$ cat src/rtl/serial_regport_pkg.sv
package serial_regport_pkg;

    localparam int BYTE_W  = 8;
    localparam int SEL_BIT = 2;
    localparam logic [1:0] RESP_OKAY = 2'b00;

    typedef enum logic {
        REG_DATA   = 1'b0,
        REG_STATUS = 1'b1
    } reg_sel_e;

    // first member lands in the most significant bit
    typedef struct packed {
        logic rx_active;
        logic tx_active;
        logic rx_pending;
        logic tx_room;
    } status_t;

    localparam int STATUS_W = $bits(status_t);

    function automatic reg_sel_e decode_sel(input logic sel_bit);
        return sel_bit ? REG_STATUS : REG_DATA;
    endfunction

endpackage

$ cat src/rtl/serial_regport_slice.sv
module serial_regport_slice #(
    parameter int W = 8
) (
    input  logic         clk,
    input  logic         rst,
    input  logic         in_valid,
    output logic         in_ready,
    input  logic [W-1:0] in_data,
    output logic         out_valid,
    input  logic         out_ready,
    output logic [W-1:0] out_data
);

    logic         full_q;
    logic [W-1:0] data_q;

    always_ff @(posedge clk) begin
        if (rst) begin
            full_q <= 1'b0;
            data_q <= '0;
        end else if (in_valid && !full_q) begin
            full_q <= 1'b1;
            data_q <= in_data;
        end else if (out_ready && full_q) begin
            full_q <= 1'b0;
        end
    end

    assign in_ready  = !full_q;
    assign out_valid = full_q;
    assign out_data  = data_q;

endmodule

$ cat src/rtl/serial_regport_wr.sv
module serial_regport_wr
    import serial_regport_pkg::*;
(
    input  logic              clk,
    input  logic              rst,
    input  logic              addr_valid,
    input  logic              addr_sel,
    output logic              addr_pop,
    input  logic              data_valid,
    input  logic [BYTE_W-1:0] data_byte,
    output logic              data_pop,
    input  logic              tx_ready,
    output logic              tx_valid,
    output logic [BYTE_W-1:0] tx_data,
    input  logic              bready,
    output logic              bvalid,
    output logic [1:0]        bresp
);

    logic b_pend_q;
    logic commit;

    // one condition answers the bus and strobes the transmitter
    assign commit   = addr_valid && data_valid && !b_pend_q && tx_ready;
    assign addr_pop = commit;
    assign data_pop = commit;
    assign tx_valid = commit && (decode_sel(addr_sel) == REG_DATA);
    assign tx_data  = data_byte;

    always_ff @(posedge clk) begin
        if (rst) begin
            b_pend_q <= 1'b0;
        end else if (commit) begin
            b_pend_q <= 1'b1;
        end else if (b_pend_q && bready) begin
            b_pend_q <= 1'b0;
        end
    end

    assign bvalid = b_pend_q;
    assign bresp  = RESP_OKAY;

endmodule

$ cat src/rtl/serial_regport_rd.sv
module serial_regport_rd
    import serial_regport_pkg::*;
#(
    parameter int DATA_W = 32
) (
    input  logic              clk,
    input  logic              rst,
    input  logic              req_valid,
    input  logic              req_sel,
    output logic              req_pop,
    input  logic              rx_valid,
    input  logic [BYTE_W-1:0] rx_data,
    output logic              rx_ready,
    input  status_t           stat,
    input  logic              rready,
    output logic              rvalid,
    output logic [DATA_W-1:0] rdata,
    output logic [1:0]        rresp
);

    localparam int PAD_BYTE = DATA_W - BYTE_W;
    localparam int PAD_STAT = DATA_W - STATUS_W;

    logic              rvalid_q;
    logic [DATA_W-1:0] rdata_q;
    logic [DATA_W-1:0] rdata_d;
    logic              accept;
    reg_sel_e          sel;

    assign sel      = decode_sel(req_sel);
    assign accept   = req_valid && !rvalid_q;
    assign req_pop  = accept;
    assign rx_ready = accept && (sel == REG_DATA) && rx_valid;

    always_comb begin
        if (sel == REG_STATUS) begin
            rdata_d = {{PAD_STAT{1'b0}}, stat};
        end else if (rx_valid) begin
            rdata_d = {{PAD_BYTE{1'b0}}, rx_data};
        end else begin
            rdata_d = '0;
        end
    end

    always_ff @(posedge clk) begin
        if (rst) begin
            rvalid_q <= 1'b0;
            rdata_q  <= '0;
        end else if (accept) begin
            rvalid_q <= 1'b1;
            rdata_q  <= rdata_d;
        end else if (rvalid_q && rready) begin
            rvalid_q <= 1'b0;
        end
    end

    assign rvalid = rvalid_q;
    assign rdata  = rdata_q;
    assign rresp  = RESP_OKAY;

endmodule

$ cat src/rtl/serial_regport.sv
module serial_regport
    import serial_regport_pkg::*;
#(
    parameter int ADDR_W = 8,
    parameter int DATA_W = 32
) (
    input  logic              clk,
    input  logic              rst,
    input  logic [ADDR_W-1:0] bus_awaddr,
    input  logic              bus_awvalid,
    output logic              bus_awready,
    input  logic [DATA_W-1:0] bus_wdata,
    input  logic              bus_wvalid,
    output logic              bus_wready,
    output logic [1:0]        bus_bresp,
    output logic              bus_bvalid,
    input  logic              bus_bready,
    input  logic [ADDR_W-1:0] bus_araddr,
    input  logic              bus_arvalid,
    output logic              bus_arready,
    output logic [DATA_W-1:0] bus_rdata,
    output logic [1:0]        bus_rresp,
    output logic              bus_rvalid,
    input  logic              bus_rready,
    output logic [7:0]        tx_byte,
    output logic              tx_byte_valid,
    input  logic              tx_byte_ready,
    input  logic [7:0]        rx_byte,
    input  logic              rx_byte_valid,
    output logic              rx_byte_ready,
    input  logic              tx_active,
    input  logic              rx_active
);

    logic              aw_v, aw_sel, aw_pop;
    logic              w_v, w_pop;
    logic [BYTE_W-1:0] w_byte;
    logic              ar_v, ar_sel, ar_pop;
    status_t           stat;

    // only the select bit and the low data byte carry meaning
    logic unused_bits;
    assign unused_bits = ^{bus_awaddr[ADDR_W-1:SEL_BIT+1], bus_awaddr[SEL_BIT-1:0],
                           bus_araddr[ADDR_W-1:SEL_BIT+1], bus_araddr[SEL_BIT-1:0],
                           bus_wdata[DATA_W-1:BYTE_W]};

    serial_regport_slice #(.W(1)) u_aw_stage (
        .clk(clk), .rst(rst),
        .in_valid(bus_awvalid), .in_ready(bus_awready), .in_data(bus_awaddr[SEL_BIT]),
        .out_valid(aw_v), .out_ready(aw_pop), .out_data(aw_sel)
    );

    serial_regport_slice #(.W(BYTE_W)) u_w_stage (
        .clk(clk), .rst(rst),
        .in_valid(bus_wvalid), .in_ready(bus_wready), .in_data(bus_wdata[BYTE_W-1:0]),
        .out_valid(w_v), .out_ready(w_pop), .out_data(w_byte)
    );

    serial_regport_slice #(.W(1)) u_ar_stage (
        .clk(clk), .rst(rst),
        .in_valid(bus_arvalid), .in_ready(bus_arready), .in_data(bus_araddr[SEL_BIT]),
        .out_valid(ar_v), .out_ready(ar_pop), .out_data(ar_sel)
    );

    serial_regport_wr u_wr (
        .clk(clk), .rst(rst),
        .addr_valid(aw_v), .addr_sel(aw_sel), .addr_pop(aw_pop),
        .data_valid(w_v), .data_byte(w_byte), .data_pop(w_pop),
        .tx_ready(tx_byte_ready), .tx_valid(tx_byte_valid), .tx_data(tx_byte),
        .bready(bus_bready), .bvalid(bus_bvalid), .bresp(bus_bresp)
    );

    assign stat = '{rx_active: rx_active, tx_active: tx_active,
                    rx_pending: rx_byte_valid, tx_room: tx_byte_ready};

    serial_regport_rd #(.DATA_W(DATA_W)) u_rd (
        .clk(clk), .rst(rst),
        .req_valid(ar_v), .req_sel(ar_sel), .req_pop(ar_pop),
        .rx_valid(rx_byte_valid), .rx_data(rx_byte), .rx_ready(rx_byte_ready),
        .stat(stat),
        .rready(bus_rready), .rvalid(bus_rvalid), .rdata(bus_rdata), .rresp(bus_rresp)
    );

endmodule

$ cat config.mk
export PLATFORM = sky130hd
export DESIGN_NAME = serial_regport
export DESIGN_NICKNAME = d
export VERILOG_FILES = /design/src/rtl/serial_regport_pkg.sv /design/src/rtl/serial_regport_slice.sv /design/src/rtl/serial_regport_wr.sv /design/src/rtl/serial_regport_rd.sv /design/src/rtl/serial_regport.sv
export SDC_FILE = /design/constraint.sdc
export NUM_CORES = 1
export LEC_CHECK = 0
export BUFFER_PORTS_ARGS = -buffer_cell sky130_fd_sc_hd__buf_2
export CAP_MARGIN = 20
export CORE_ASPECT_RATIO = 0.7
export CORE_MARGIN = 2
export CORE_UTILIZATION = 33
export CTS_BUF_LIST = sky130_fd_sc_hd__clkbuf_8
export DETAILED_ROUTE_END_ITERATION = 12
export GPL_ROUTABILITY_DRIVEN = 1
export GPL_TIMING_DRIVEN = 0
export PLACE_DENSITY = 0.84
export SYNTH_ARGS = -nofsm -noshare
export SYNTH_HDL_FRONTEND = slang
export SYNTH_SLANG_ARGS = --single-unit
$ cat constraint.sdc
create_clock -name clk -period 1.5 [get_ports clk]
set_clock_uncertainty 0.05 [all_clocks]
set_input_delay 0.3 -clock clk [delete_from_list [all_inputs] [get_ports clk]]
set_output_delay 0.3 -clock clk [all_outputs]
set_load 0.01 [all_outputs]
==> metrics.cfg <==
[placed_design]
gp_congestion = 0.694
port_buffers = 51
dp.cells = 252
pre_cts_ws_ns = 0.136
hpwl_um = 2050

[synthesis]
yosys.area.top_type = dfxtp_1
async_flop_share_pct = 0
yosysSeqAreaShare_pct = 41.1
postSynthAreaPerCell_sq_um = 8.23
synthDominantCellAreaShare_pct = 41.1
ys_warn_count = 0
synth_edf_count = 0
ys_ff_latch = 23
ys_types = 22
netlist_instances = 136
syn_area_sq_um = 1120
yosys-top-cells-count = buf_4, dfxtp_1, nand2_1
yosys-top-cells-area = dfxtp_1, buf_4, a21oi_1, nand2_1, a221oi_2
synth_most_common_cell = buf_4
synthFlopType = dfxtp_1

[sta]
period_share_pct = 98.5
tightest_slew_ns = 0.575
min_period_ns = 1.48
setup_violations = 0
timing.fmax_mhz = 677
maxSlewHeadroom_pct = 61.7
fin_tns_setup_ns = 0
rsz0062_at_grt = true
drv_slew = 0
holdWs_ns = 0.210
setup_ws_ns = 0.0223
hold_violations = 0

[clock_network]
cts_buffer_depth = 2
cts_tree = built
clock_latency_ns = 0.26
root_buffer = clkbuf_8
cts.clk_slew.worst_paths_ns = 0.08
cts_buffers = 3
cts_sinks = 23
cts_hold_buf = 0
cts_max_level = 1

[min_path]
min-delay-path-class = primary input to flop

[global_routing]
overflow = 0
first_global_vias = 923
antenna_found_initial = 0
grt_use_total_pct = 14.5
grt_max_degree = 13
grt_pass1_wl_um = 4200

[cells_and_area]
final-instance-count-excl-fill = 262
antenna_cells = 0
area_growth_pct = 45.8
post-route-util_pct = 51.2
drive_gt1_share_pct = 47.3
final_nets = 292

[setup_path]
critPathMaxFanout = 2
cp-start-kind = flop
required_ns = 1.15
r2r_cells = 5
critPathArrivalTime_ns = 1.13
end_kind = primary output
worst-r2r-setup-slack_ns = 0.31
startpoint = u_aw_stage.out_valid
r2r-start = u_rd.rvalid
crit_end = tx_byte_valid
r2r-end = u_rd.rdata[0]
worst-setup-path-type = flop to primary output

[drt]
vias = 1057
via_per_inst = 4.03
wl_per_cell_um = 10.4
wirelength_um = 2720
drt_iter0_markers = 35
firstDrtPassIters = 4
ant_nets = 0
drc = 0

[floorplanning]
ios = 118
die_area_sq_um = 3880
dieHeight_um = 52.7
std_cell_rows = 17
core_area_sq_um = 3190
die_x_um = 73.6
start_util_pct = 35.1

[pwr]
power_density_nw_per_um2 = 825
vdd_drop_max_mv = 0.510
p_leak_nw = 0.882

[run]
drv_cap = 0

[outcome]
run_status = completed

-- logic make-up (layout without fill, tap and decap cells) --
logic type / count (synthesis) / in the layout / share of synthesized area [%]
and+or+nand+nor: 52 / 52 / 21.5
buffers and inverters: 38 / 99 / 23.5
DFF: 23 / 23 / 41.1
AOI/OAI and AO/OA: 20 / 20 / 11.8
muxes: 2 / 2 / 1.79
other: 1 / 28 / 0.335
-- final cells by class --
class | instances | area (sq um)
multi-input combinational | 102 | 508
clock buffer | 3 | 41.3
timing repair buffer | 58 | 308
inverter | 3 | 11.3
buffer | 34 | 244
tap | 38 | 47.5
fill | 308 | 1560
clock inverter | 1 | 3.75
sequential | 23 | 469
-- where the power goes --
group / internal [mW] / switching, mW
registers: 0.646 / 0.0193
logic: 0.156 / 0.158
clock network: 0.182 / 0.185
-- registers in the layout, summed over array words and instances (netlist names) --
signal	cells
u_ar_stage.out_valid	1
u_w_stage.out_valid	1
u_aw_stage.out_valid	1
u_aw_stage.out_data	1
u_ar_stage.out_data	1
u_wr.bvalid	1
u_rd.rdata	8
u_w_stage.out_data	8
u_rd.rvalid	1
-- critical path: stages, from the launching register on --
cell and delay, ns:
dfxtp_2 0.36, nand3_2 0.07, or2_4 0.23, nor2_1 0.08, buf_2 0.13
-- through the flow --
step	total power, mW	cell area, sq um
2_1_floorplan	0.872	1220
3_3_place_gp	0.963	1520
3_5_place_dp	0.968	1520
4_1_cts	1.36	1620
5_1_grt	1.45	1630
6_report	1.35	1630
-- cell usage in the layout (no fill, tap or decap), types with 3 or more instances in the layout --
cell type,Yosys,layout
clkbuf_8,0,3
a221oi_2,3,3
buf_4,29,35
conb_1,1,28
nor2b_1,3,3
a21oi_1,16,16
nand3_1,5,4
inv_1,3,4
dfxtp_1,23,18
nand2b_1,4,4
dfxtp_2,0,4
nor2_1,10,10
nand2_1,21,21
buf_2,1,52
nor3_1,5,5
-- worst min-delay path by stage --
stage | startpoint | to | cells past startpoint
6_report | rst | u_w_stage.out_valid | 2
5_1_grt | rst | u_w_stage.out_valid | 2
4_1_cts | rst | u_w_stage.out_valid | 2
3_5_place_dp | u_rd.rdata[7] | u_rd.rdata[7] | 2
3_3_place_gp | u_rd.rdata[7] | u_rd.rdata[7] | 2
2_1_floorplan | rst | u_aw_stage.out_valid | 1
-- routing by layer --
layer | part of all wire [%] | GRT usage, % | vias up
li1 | - | - | 557
met1 | 46 | 18.2 | 458
met2 | 47 | 24.3 | 40
met3 | 6.2 | 4.23 | 2
met4 | 0.70 | 3.64 | 0
met5 | 0 | 0 | -
-- repair_timing --
action                     4_1_cts  5_1_grt
pin swaps                        1        1
resized for setup               10        0
buffers inserted                 5        2
setup endpoints to repair        2        2
(Power assumes the default switching activity.)
